## config.mk

```make
export PLATFORM = sky130hd
export DESIGN_NAME = bus_cycle_master
export DESIGN_NICKNAME = d
export VERILOG_FILES = /design/src/rtl/bcm_pkg.sv /design/src/rtl/bcm_sync2.sv /design/src/rtl/bcm_seq.sv /design/src/rtl/bcm_datapath.sv /design/src/rtl/bus_cycle_master.sv
export SDC_FILE = /design/constraint.sdc
export NUM_CORES = 1
export LEC_CHECK = 0
export BUFFER_PORTS_ARGS = -buffer_cell sky130_fd_sc_hd__buf_2
export CELL_PAD_IN_SITES_DETAIL_PLACEMENT = 2
export CELL_PAD_IN_SITES_GLOBAL_PLACEMENT = 2
export CORE_MARGIN = 2
export CORE_UTILIZATION = 24
export DETAILED_ROUTE_END_ITERATION = 8
export PLACE_DENSITY = 0.82
export RECOVER_POWER = 25
export SETUP_SLACK_MARGIN = 0.1
export SKIP_LAST_GASP = 1
export SLEW_MARGIN = 40
export SYNTH_ARGS = -nofsm -noshare
export SYNTH_HDL_FRONTEND = slang
export SYNTH_SLANG_ARGS = --single-unit
```

## constraint.sdc

```tcl
create_clock -name clk -period 1.7 [get_ports clk]
set_input_delay 0.34 -clock clk [delete_from_list [all_inputs] [get_ports clk]]
set_output_delay 0.34 -clock clk [all_outputs]
set_load 0.02 [all_outputs]
```

## src/rtl/bcm_pkg.sv

```systemverilog
package bcm_pkg;

    typedef enum logic [1:0] {
        PH_IDLE,
        PH_SETUP,
        PH_STROBE,
        PH_HOLD
    } phase_e;

    typedef enum logic {
        SPACE_MEM,
        SPACE_PER
    } space_e;

    typedef struct packed {
        logic   write;
        space_e space;
        logic   narrow;
    } cmd_t;

    function automatic int unsigned max4(int unsigned a, int unsigned b,
                                         int unsigned c, int unsigned d);
        int unsigned m;
        m = a;
        if (b > m) m = b;
        if (c > m) m = c;
        if (d > m) m = d;
        return m;
    endfunction

    function automatic int unsigned count_width(int unsigned top);
        return $clog2(top + 1) + 1;
    endfunction

endpackage

```

## src/rtl/bcm_sync2.sv

```systemverilog
module bcm_sync2 #(
    parameter logic RESET_VAL = 1'b1
) (
    input  logic clk,
    input  logic rst,
    input  logic d,
    output logic q
);
    logic stage1;

    always_ff @(posedge clk) begin
        if (rst) begin
            stage1 <= RESET_VAL;
            q      <= RESET_VAL;
        end else begin
            stage1 <= d;
            q      <= stage1;
        end
    end
endmodule

```

## src/rtl/bcm_seq.sv

```systemverilog
module bcm_seq
    import bcm_pkg::*;
#(
    parameter int unsigned SETUP_CLKS      = 3,
    parameter int unsigned SYN_CLKS        = 1,
    parameter int unsigned MIN_STROBE_CLKS = 4,
    parameter int unsigned HOLD_CLKS       = 2,
    parameter int unsigned TIMEOUT_CLKS    = 24
) (
    input  logic   clk,
    input  logic   rst,
    input  logic   start,
    input  logic   is_write,
    input  logic   wait_req,
    output phase_e phase,
    output logic   strobe_on,
    output logic   syn_on,
    output logic   capture,
    output logic   done,
    output logic   timeout
);
    localparam int unsigned CNT_W =
        count_width(max4(SETUP_CLKS, MIN_STROBE_CLKS, HOLD_CLKS, TIMEOUT_CLKS));
    typedef logic [CNT_W-1:0] cnt_t;
    localparam cnt_t LAST_SETUP   = cnt_t'(SETUP_CLKS - 1);
    localparam cnt_t LAST_MIN     = cnt_t'(MIN_STROBE_CLKS - 1);
    localparam cnt_t LAST_HOLD    = cnt_t'(HOLD_CLKS - 1);
    localparam cnt_t LAST_TIMEOUT = cnt_t'(TIMEOUT_CLKS - 1);
    localparam cnt_t SYN_AT       = cnt_t'(SYN_CLKS);

    cnt_t cnt;
    logic release_ok;
    logic expire;

    assign strobe_on  = (phase == PH_STROBE);
    assign release_ok = (cnt >= LAST_MIN) && !wait_req;
    assign expire     = (cnt == LAST_TIMEOUT);
    assign capture    = strobe_on && (release_ok || expire);
    assign syn_on     = strobe_on && is_write && (cnt >= SYN_AT);

    always_ff @(posedge clk) begin
        if (rst) begin
            phase   <= PH_IDLE;
            cnt     <= '0;
            done    <= 1'b0;
            timeout <= 1'b0;
        end else begin
            done    <= capture;
            timeout <= capture && !release_ok;
            unique case (phase)
                PH_IDLE: begin
                    cnt <= '0;
                    if (start) phase <= PH_SETUP;
                end
                PH_SETUP: begin
                    if (cnt == LAST_SETUP) begin
                        phase <= PH_STROBE;
                        cnt   <= '0;
                    end else begin
                        cnt <= cnt + 1'b1;
                    end
                end
                PH_STROBE: begin
                    if (capture) begin
                        phase <= PH_HOLD;
                        cnt   <= '0;
                    end else begin
                        cnt <= cnt + 1'b1;
                    end
                end
                PH_HOLD: begin
                    if (cnt == LAST_HOLD) begin
                        phase <= PH_IDLE;
                        cnt   <= '0;
                    end else begin
                        cnt <= cnt + 1'b1;
                    end
                end
                default: phase <= PH_IDLE;
            endcase
        end
    end

    // completion is a single-cycle pulse
    p_done_single_r7: assert property (@(posedge clk) disable iff (rst)
        done |=> !done);

    // timeout is only reported together with completion
    p_timeout_with_done_r8: assert property (@(posedge clk) disable iff (rst)
        timeout |-> done);

    // the strobe never ends before its minimum length
    p_min_strobe_r4: assert property (@(posedge clk) disable iff (rst)
        $fell(strobe_on) |-> ($past(cnt) >= LAST_MIN));

    // the write-data strobe only inside a write strobe
    p_syn_in_write_r5: assert property (@(posedge clk) disable iff (rst)
        syn_on |-> (strobe_on && is_write));

    // hold phase follows the strobe
    p_hold_after_strobe_r6: assert property (@(posedge clk) disable iff (rst)
        $fell(strobe_on) |-> (phase == PH_HOLD));
endmodule

```

## src/rtl/bcm_datapath.sv

```systemverilog
module bcm_datapath
    import bcm_pkg::*;
#(
    parameter int unsigned ADDR_W = 16,
    parameter int unsigned DATA_W = 16
) (
    input  logic                   clk,
    input  logic                   rst,
    input  logic                   load,
    input  cmd_t                   cmd_in,
    input  logic [ADDR_W-1:0]      addr_in,
    input  logic [DATA_W-1:0]      wdata_in,
    input  logic                   capture,
    input  logic                   own_bus,
    input  logic [DATA_W-1:0]      bus_data_in,
    output cmd_t                   cmd_q,
    output logic [ADDR_W-1:0]      bus_addr,
    output logic [DATA_W-1:0]      data_out,
    output logic [DATA_W/8-1:0]    data_oe,
    output logic [DATA_W-1:0]      rdata
);
    localparam int unsigned LANES = DATA_W / 8;

    logic [DATA_W-1:0] wdata_q;
    logic [LANES-1:0]  lane_en;

    always_ff @(posedge clk) begin
        if (rst) begin
            cmd_q    <= '0;
            bus_addr <= '0;
            wdata_q  <= '0;
        end else if (load) begin
            cmd_q    <= cmd_in;
            bus_addr <= addr_in;
            wdata_q  <= wdata_in;
        end
    end

    for (genvar g = 0; g < LANES; g++) begin : g_lane
        if (g == 0) begin : g_low
            assign lane_en[g] = 1'b1;
        end else begin : g_high
            assign lane_en[g] = !cmd_q.narrow;
        end

        assign data_out[g*8 +: 8] = lane_en[g] ? wdata_q[g*8 +: 8] : 8'h00;
        assign data_oe[g]         = own_bus && cmd_q.write && lane_en[g];

        always_ff @(posedge clk) begin
            if (rst) begin
                rdata[g*8 +: 8] <= 8'h00;
            end else if (capture && !cmd_q.write) begin
                rdata[g*8 +: 8] <= lane_en[g] ? bus_data_in[g*8 +: 8] : 8'h00;
            end
        end
    end

    if (LANES > 1) begin : g_narrow_chk
        // upper lane never driven in narrow mode
        p_narrow_upper_off_r9: assert property (@(posedge clk) disable iff (rst)
            cmd_q.narrow |-> !data_oe[LANES-1]);
    end
endmodule

```

## src/rtl/bus_cycle_master.sv

```systemverilog
module bus_cycle_master
    import bcm_pkg::*;
#(
    parameter int unsigned ADDR_W          = 16,
    parameter int unsigned DATA_W          = 16,
    parameter int unsigned SETUP_CLKS      = 3,
    parameter int unsigned SYN_CLKS        = 1,
    parameter int unsigned MIN_STROBE_CLKS = 4,
    parameter int unsigned HOLD_CLKS       = 2,
    parameter int unsigned TIMEOUT_CLKS    = 24
) (
    input  logic                clk,
    input  logic                rst,
    input  logic                req_valid,
    input  logic [ADDR_W-1:0]   req_addr,
    input  logic [DATA_W-1:0]   req_wdata,
    input  logic                req_write,
    input  logic                req_periph,
    input  logic                req_narrow,
    output logic                busy,
    output logic [ADDR_W-1:0]   bus_addr,
    output logic                bus_write_n,
    output logic                bus_mem_stb_n,
    output logic                bus_per_stb_n,
    output logic                bus_syn_n,
    input  logic                bus_wait_n,
    output logic [DATA_W-1:0]   bus_data_out,
    output logic [DATA_W/8-1:0] bus_data_oe,
    input  logic [DATA_W-1:0]   bus_data_in,
    output logic [DATA_W-1:0]   rsp_rdata,
    output logic                rsp_done,
    output logic                rsp_timeout
);
    phase_e phase;
    cmd_t   cmd_in;
    cmd_t   cmd_q;
    logic   start;
    logic   wait_sync_n;
    logic   strobe_on;
    logic   syn_on;
    logic   capture;
    logic   any_stb_n;

    assign cmd_in = '{write:  req_write,
                      space:  req_periph ? SPACE_PER : SPACE_MEM,
                      narrow: req_narrow};

    assign busy  = (phase != PH_IDLE);
    assign start = req_valid && !busy;

    bcm_sync2 #(.RESET_VAL(1'b1)) i_wait_sync (
        .clk (clk),
        .rst (rst),
        .d   (bus_wait_n),
        .q   (wait_sync_n)
    );

    bcm_seq #(
        .SETUP_CLKS      (SETUP_CLKS),
        .SYN_CLKS        (SYN_CLKS),
        .MIN_STROBE_CLKS (MIN_STROBE_CLKS),
        .HOLD_CLKS       (HOLD_CLKS),
        .TIMEOUT_CLKS    (TIMEOUT_CLKS)
    ) i_seq (
        .clk       (clk),
        .rst       (rst),
        .start     (start),
        .is_write  (cmd_q.write),
        .wait_req  (!wait_sync_n),
        .phase     (phase),
        .strobe_on (strobe_on),
        .syn_on    (syn_on),
        .capture   (capture),
        .done      (rsp_done),
        .timeout   (rsp_timeout)
    );

    bcm_datapath #(
        .ADDR_W (ADDR_W),
        .DATA_W (DATA_W)
    ) i_datapath (
        .clk         (clk),
        .rst         (rst),
        .load        (start),
        .cmd_in      (cmd_in),
        .addr_in     (req_addr),
        .wdata_in    (req_wdata),
        .capture     (capture),
        .own_bus     (busy),
        .bus_data_in (bus_data_in),
        .cmd_q       (cmd_q),
        .bus_addr    (bus_addr),
        .data_out    (bus_data_out),
        .data_oe     (bus_data_oe),
        .rdata       (rsp_rdata)
    );

    assign bus_mem_stb_n = !(strobe_on && (cmd_q.space == SPACE_MEM));
    assign bus_per_stb_n = !(strobe_on && (cmd_q.space == SPACE_PER));
    assign bus_write_n   = !(busy && cmd_q.write);
    assign bus_syn_n     = !syn_on;
    assign any_stb_n     = bus_mem_stb_n && bus_per_stb_n;

    // only one space strobe at a time
    p_one_space_r3: assert property (@(posedge clk) disable iff (rst)
        !(!bus_mem_stb_n && !bus_per_stb_n));

    // address and direction steady while a strobe stays low
    p_addr_stable_r2: assert property (@(posedge clk) disable iff (rst)
        (!any_stb_n && !$past(any_stb_n)) |-> ($stable(bus_addr) && $stable(bus_write_n)));

    // a strobe only falls after the cycle has been set up
    p_setup_before_r2: assert property (@(posedge clk) disable iff (rst)
        $fell(any_stb_n) |-> ($past(busy) && $stable(bus_addr) && $stable(bus_write_n)));

    // address and direction held across the strobe release
    p_hold_on_rise_r6: assert property (@(posedge clk) disable iff (rst)
        $rose(any_stb_n) |-> ($stable(bus_addr) && $stable(bus_write_n) && busy));

    // write data is driven whenever the write-data strobe is low
    p_data_under_syn_r5: assert property (@(posedge clk) disable iff (rst)
        !bus_syn_n |-> (bus_data_oe[0] && !bus_write_n));

    // no new request loads while a cycle is running
    p_no_reload_r10: assert property (@(posedge clk) disable iff (rst)
        ($past(busy) && busy && !$rose(busy)) |-> $stable(bus_addr));
endmodule

```

Word-level counts from Yosys, hierarchy flattened --
Cells that the tools add are included. Widths: inputs -> output; s select.
Word-level totals: logic and storage cells 62, bits of input ports 55, output and inout bits 57, register bits after elaboration 63
Operators by class: magnitude comparators 2, multiplexer cells 12, $add $sub $neg 1, bitwise gates (word level) 1, eq/ne operators 10, reduce and logical (&&, ||, !) cells 23
Operators by type and width (count):
- $pmux 6 s4 | 1
- $mux 6 | 3
- $mux 8 | 2
- $logic_and 1x1->1 | 11
- $logic_not 1->1 | 8
- $mux 2 | 4
- $ne 2x1->1 const B | 4
- $pmux 2 s4 | 1
- $add 6x1->6 const B | 1
- $eq 6x1->1 const B | 1
- $eq 6x2->1 const B | 1
- $eq 6x5->1 const B | 1
- $ge 6x1->1 const B | 1
- $ge 6x2->1 const B | 1
- $eq 2x2->1 const B | 2
- $reduce_and 4->1 | 1
- $eq 2x1->1 const B | 1
- $logic_not 2->1 | 1
- $reduce_bool 2->1 | 1
- $logic_or 1x1->1 | 1
- $mux 1 | 1
- $not 1->1 | 1

Depth between registers and ports, before layout --
word-level depth 6, depth in mapped cells 8, depth with buffers taken out 6

Cells and area by module --
A second synthesis with hierarchy kept.
Unflattened totals: cell total of the unflattened synthesis 279, area, all modules 2723.9 um^2
By module, submodules not included:
- bcm_datapath | area an instance 2057.0 um^2, cells each 204, instances 1
- bcm_seq | area an instance 578.1 um^2, cells each 64, instances 1
- bcm_sync2 | area an instance 52.6 um^2, cells each 4, instances 1
- bus_cycle_master | area an instance 36.3 um^2, cells each 7, instances 1

Worst setup path before layout --
Ideal clock, no wire load.
kind flip-flop to output port, start reg i_seq.phase[0], end out bus_data_oe[1], required time 1.360 ns, data arrival time 1.482 ns, stages on the path, launching flop included 7, path slack -0.122 ns, cells stage by stage dfxtp_1 inv_1 ha_1 buf_2 inv_1 nand2_1 nor2_1
On the way: longest elaborated chain between the ends 3
RTL lines:
- start: declaration | RTL line bcm_seq.sv:15 | output phase_e phase,
- start signal: assignment | RTL line bcm_seq.sv:43 | phase <= PH_IDLE;
- start signal: assignment | RTL line bcm_seq.sv:53 | if (start) phase <= PH_SETUP;
- start signal: assignment | RTL line bcm_seq.sv:57 | phase <= PH_STROBE;
- $reduce_bool 2->1 | RTL line bus_cycle_master.sv:48 | assign busy = (phase != PH_IDLE);
- net busy | RTL line bus_cycle_master.sv:20 | output logic busy,
- $logic_and 1x1->1 (2 in a row) | RTL line bcm_datapath.sv:47 | assign data_oe[g] = own_bus && cmd_q.write && lane_en[g];
- end: declaration | RTL line bus_cycle_master.sv:28 | output logic [DATA_W/8-1:0] bus_data_oe,
The timed path passes the listed nets, and every way through them passes these cells.

Worst setup path in the final report --
start reg i_seq.cnt[1], end out bus_syn_n
On the way: longest elaborated chain between the ends 3
RTL lines:
- start: declaration | RTL line bcm_seq.sv:31 | cnt_t cnt;
- start signal: assignment | RTL line bcm_seq.sv:60 | cnt <= cnt + 1'b1;
- start signal: assignment | RTL line bcm_seq.sv:68 | cnt <= cnt + 1'b1;
- start signal: assignment | RTL line bcm_seq.sv:76 | cnt <= cnt + 1'b1;
- $ge 6x1->1 | RTL line bcm_seq.sv:39 | assign syn_on = strobe_on && is_write && (cnt >= SYN_AT);
- $logic_and 1x1->1 | RTL line bcm_seq.sv:39
- $logic_not 1->1 | RTL line bus_cycle_master.sv:101 | assign bus_syn_n = !syn_on;
- end: declaration | RTL line bus_cycle_master.sv:25 | output logic bus_syn_n,
No other way between the ends.

==> results.toml <==
[pwr]
p_per_area_nw_per_um2 = 1250
total_power_mw = 4.96
peakVddDrop_v = 0.000425
p_leak_nw = 1.66

[global_routing]
grt_max_degree = 36
grt_pass1_wl_mm = 14.9
antenna_found_initial = 0
grt_use_total = 0.163
gr-total-overflow = 0
grt_pass1_vias = 2962

[synthesis]
synth_top_area_share = 0.472
synth-edff-count = 0
ys.flop_type = "dfxtp_1"
syn-cell-area_um2 = 2670
ys_seq_elements = 63
synth-seq-area-share = 0.472
ys_warn_count = 0
synth_commonest_cells = "nand2_1 (75), dfxtp_1 (63), a21oi_1 (51), clkbuf_1 (16)"
synth.avg_cell_area_um2 = 8.52
synth_nets = 377
synth_cell_types = 39
synth_top_cells_by_area = "dfxtp_1 (47%), nand2_1 (11%), a21oi_1 (9.5%)"
synth_top_area_cell = "dfxtp_1"
syn_inst = 314
synthArstFlopShare = 0
synth.most_common_cell = "nand2_1"

[worst_setup_path]
required_ns = 1.36
reg2reg_depth = 7
reg2reg_to = "i_seq.phase[0]$_SDFFE_PP0P_"
endpoint_kind = "output pin"
critical_path_class = "reg -> out"
reg2reg_setup_slack_ns = -0.08
cp-startpoint = "i_seq.cnt[1]$_SDFF_PP0_"
arrival_ns = 1.46
timing.rr.start = "i_seq.cnt[2]$_SDFF_PP0_"
worst-path-max-fanout = 2
crit_path_start_kind = "flip-flop"

[clock_tree]
ctsHoldBuffers = 0
cts_tree = "done"
htree_levels = 3
clk_path_buf_depth = 2
cts_buffers = 9
clkSinkCount = 63
clock_latency_ns = 0.35
clk_pin_slew_ns = 0.07
cts-root-buf = "clkbuf_8"

[sta]
tns_ns = -0.650
finalClockSkew_ns = 0.0111
finalCritPeriodShare = 1.06
finalHoldViolCount = 0
layout_min_cycle_time_ns = 1.80
max_freq_mhz = 554
setup_ws_ns = -0.104
grt_setup_unrepaired = "yes"
tightest_slew_ns = 0.737
finalSetupViolCount = 18
max-slew-margin-rel = 0.509
finalMaxSlewViolations = 0

[floorplanning]
start_util = 0.247
rows = 38
die_y_um = 110
die_area_um2 = 12000
die_width_um = 110
io_pins = 112
core_area_um2 = 10800

[routing]
wl_per_cell_um = 16.5
ant_nets = 0
drc = 0
drt-initial-drc-count = 86
wl_mm = 9.69
drt-pass1-iter-count = 6
vias_per_cell = 4.63
via_count = 2715

[cells_and_area]
fillers = 1255
nNetsFinal = 505
syn_to_final_growth_pct = 48.7
n_antenna_cell = 0
finalNonFillerCells = 586
drive_gt1_frac = 0.397

[hold_path]
hold_path_class = "in -> reg"
hold_end = "i_wait_sync.stage1$_SDFF_PP1_"
min_from = "bus_wait_n"
hold_depth = 2

[status]
violations = "negative setup slack"
status = "finished, violations left"

[place]
hpwl_mm = 6.39
place_inst = 556
port_buffers = 111
gp_congestion = 0.739
place_worst_setup_slack_ns = -0.0904

[run]
cap_violations = 0
cell usage in the layout, fill, tap and decap left out, drive strengths merged:
| cell | synthesis | layout |
|---|---|---|
| clkinv | 0 | 1 |
| inv | 9 | 9 |
| nand4b | 8 | 8 |
| nand2 | 75 | 75 |
| buf | 13 | 124 |
| nand2b | 1 | 1 |
| a2111oi | 1 | 1 |
| o41a | 1 | 1 |
| and3 | 1 | 1 |
| xor2 | 1 | 1 |
| nor2 | 3 | 3 |
| nor4 | 7 | 7 |
| ha | 8 | 8 |
| clkbuf | 16 | 35 |
| or2 | 2 | 2 |
| and2 | 1 | 1 |
| nor2b | 9 | 9 |
| nand3b | 1 | 1 |
| o221ai | 1 | 1 |
| nor4b | 1 | 1 |
| nand3 | 11 | 11 |
| or4 | 1 | 1 |
| a21boi | 2 | 2 |
| a211oi | 1 | 1 |
| o221a | 1 | 2 |
| o21ai | 18 | 18 |
| nor3 | 1 | 1 |
| o211a | 1 | 1 |
| dfxtp | 63 | 63 |
| mux2i | 1 | 1 |
| xnor2 | 3 | 3 |
| and4bb | 1 | 1 |
| a21oi | 51 | 51 |
power breakdown:
group          switching, mW  internal, mW  total, mW  leakage (nW)
Combinational           1.21         0.832       2.04          1.06
Clock                  0.568         0.561       1.13        0.0805
Sequential             0.121          1.67       1.79         0.518
registers in the layout (all words and copies together) (netlist names):
| signal | count |
|---|---|
| i_datapath.cmd_q | 3 |
| i_seq.done | 1 |
| i_datapath.bus_addr | 16 |
| i_seq.phase | 2 |
| i_seq.cnt | 6 |
| i_datapath.wdata_q | 16 |
| i_datapath.rdata | 16 |
| i_seq.timeout | 1 |
| i_wait_sync.stage1 | 1 |
| i_wait_sync.q | 1 |
critical path, stage by stage, from the launching register on:
cell and delay, ns:
dfxtp_2 0.37, buf_6 0.12, inv_4 0.04, ha_4 0.16, nand3b_1 0.17, nand3_1 0.13, buf_6 0.13
cell type report:
type	instances	area [µm²]	area share
Tap cell	140	175	0.0441
Clock inverter	1	5.00	0.00126
Clock buffer	14	153	0.0384
Timing Repair Buffer	145	891	0.224
Sequential cell	63	1280	0.321
Multi-Input combinational cell	214	1430	0.360
Inverter	9	43.8	0.0110
through the flow:
step	instance area (µm²)	util	hold slack, ns
2_1_floorplan	2710	-	0.389
3_3_place_gp	3480	0.321	0.396
3_5_place_dp	3480	0.321	0.402
4_1_cts	3850	0.355	0.149
5_1_grt	3980	0.367	0.164
6_report	3980	0.367	0.167
cells by family after synthesis:
group,Yosys count,synth area share
multiplexers,1,0.00374
flip-flops,63,0.472
AND/OR/NAND/NOR,123,0.227
buffers and inverters,38,0.0711
AO/OA/AOI/OAI,77,0.175
adder cells (fa/ha/maj),8,0.0374
XOR/XNOR,4,0.0131
layer usage:
metal / part of all wire / GRT usage / wire length (µm)
met1: 0.40 / 0.177 / 3870
met2: 0.51 / 0.291 / 4960
met3: 0.072 / 0.0516 / 695
met4: 0.017 / 0.0723 / 167
met5: 0 / 0 / 0
worst max-delay path by stage:
stage                                              to  slack [ns]
finish                                      bus_syn_n       -0.10
global route              i_seq.phase[0]$_SDFFE_PP0P_       -0.17
CTS                                         bus_syn_n       -0.08
detailed placement            i_seq.cnt[1]$_SDFF_PP0_       -0.09
global placement              i_seq.cnt[1]$_SDFF_PP0_        0.05
floorplan           i_datapath.rdata[10]$_SDFFE_PP0P_        0.12
timing repair:
action | in CTS | in global routing
endpoints found under the setup margin | 38 | 32
resized for setup | 36 | 24
cloned | 1 | 0
buffers inserted | 9 | 5
endpoints found under the hold margin | 0 | 0
pin swaps | 18 | 19
(Power assumes the default switching activity.)
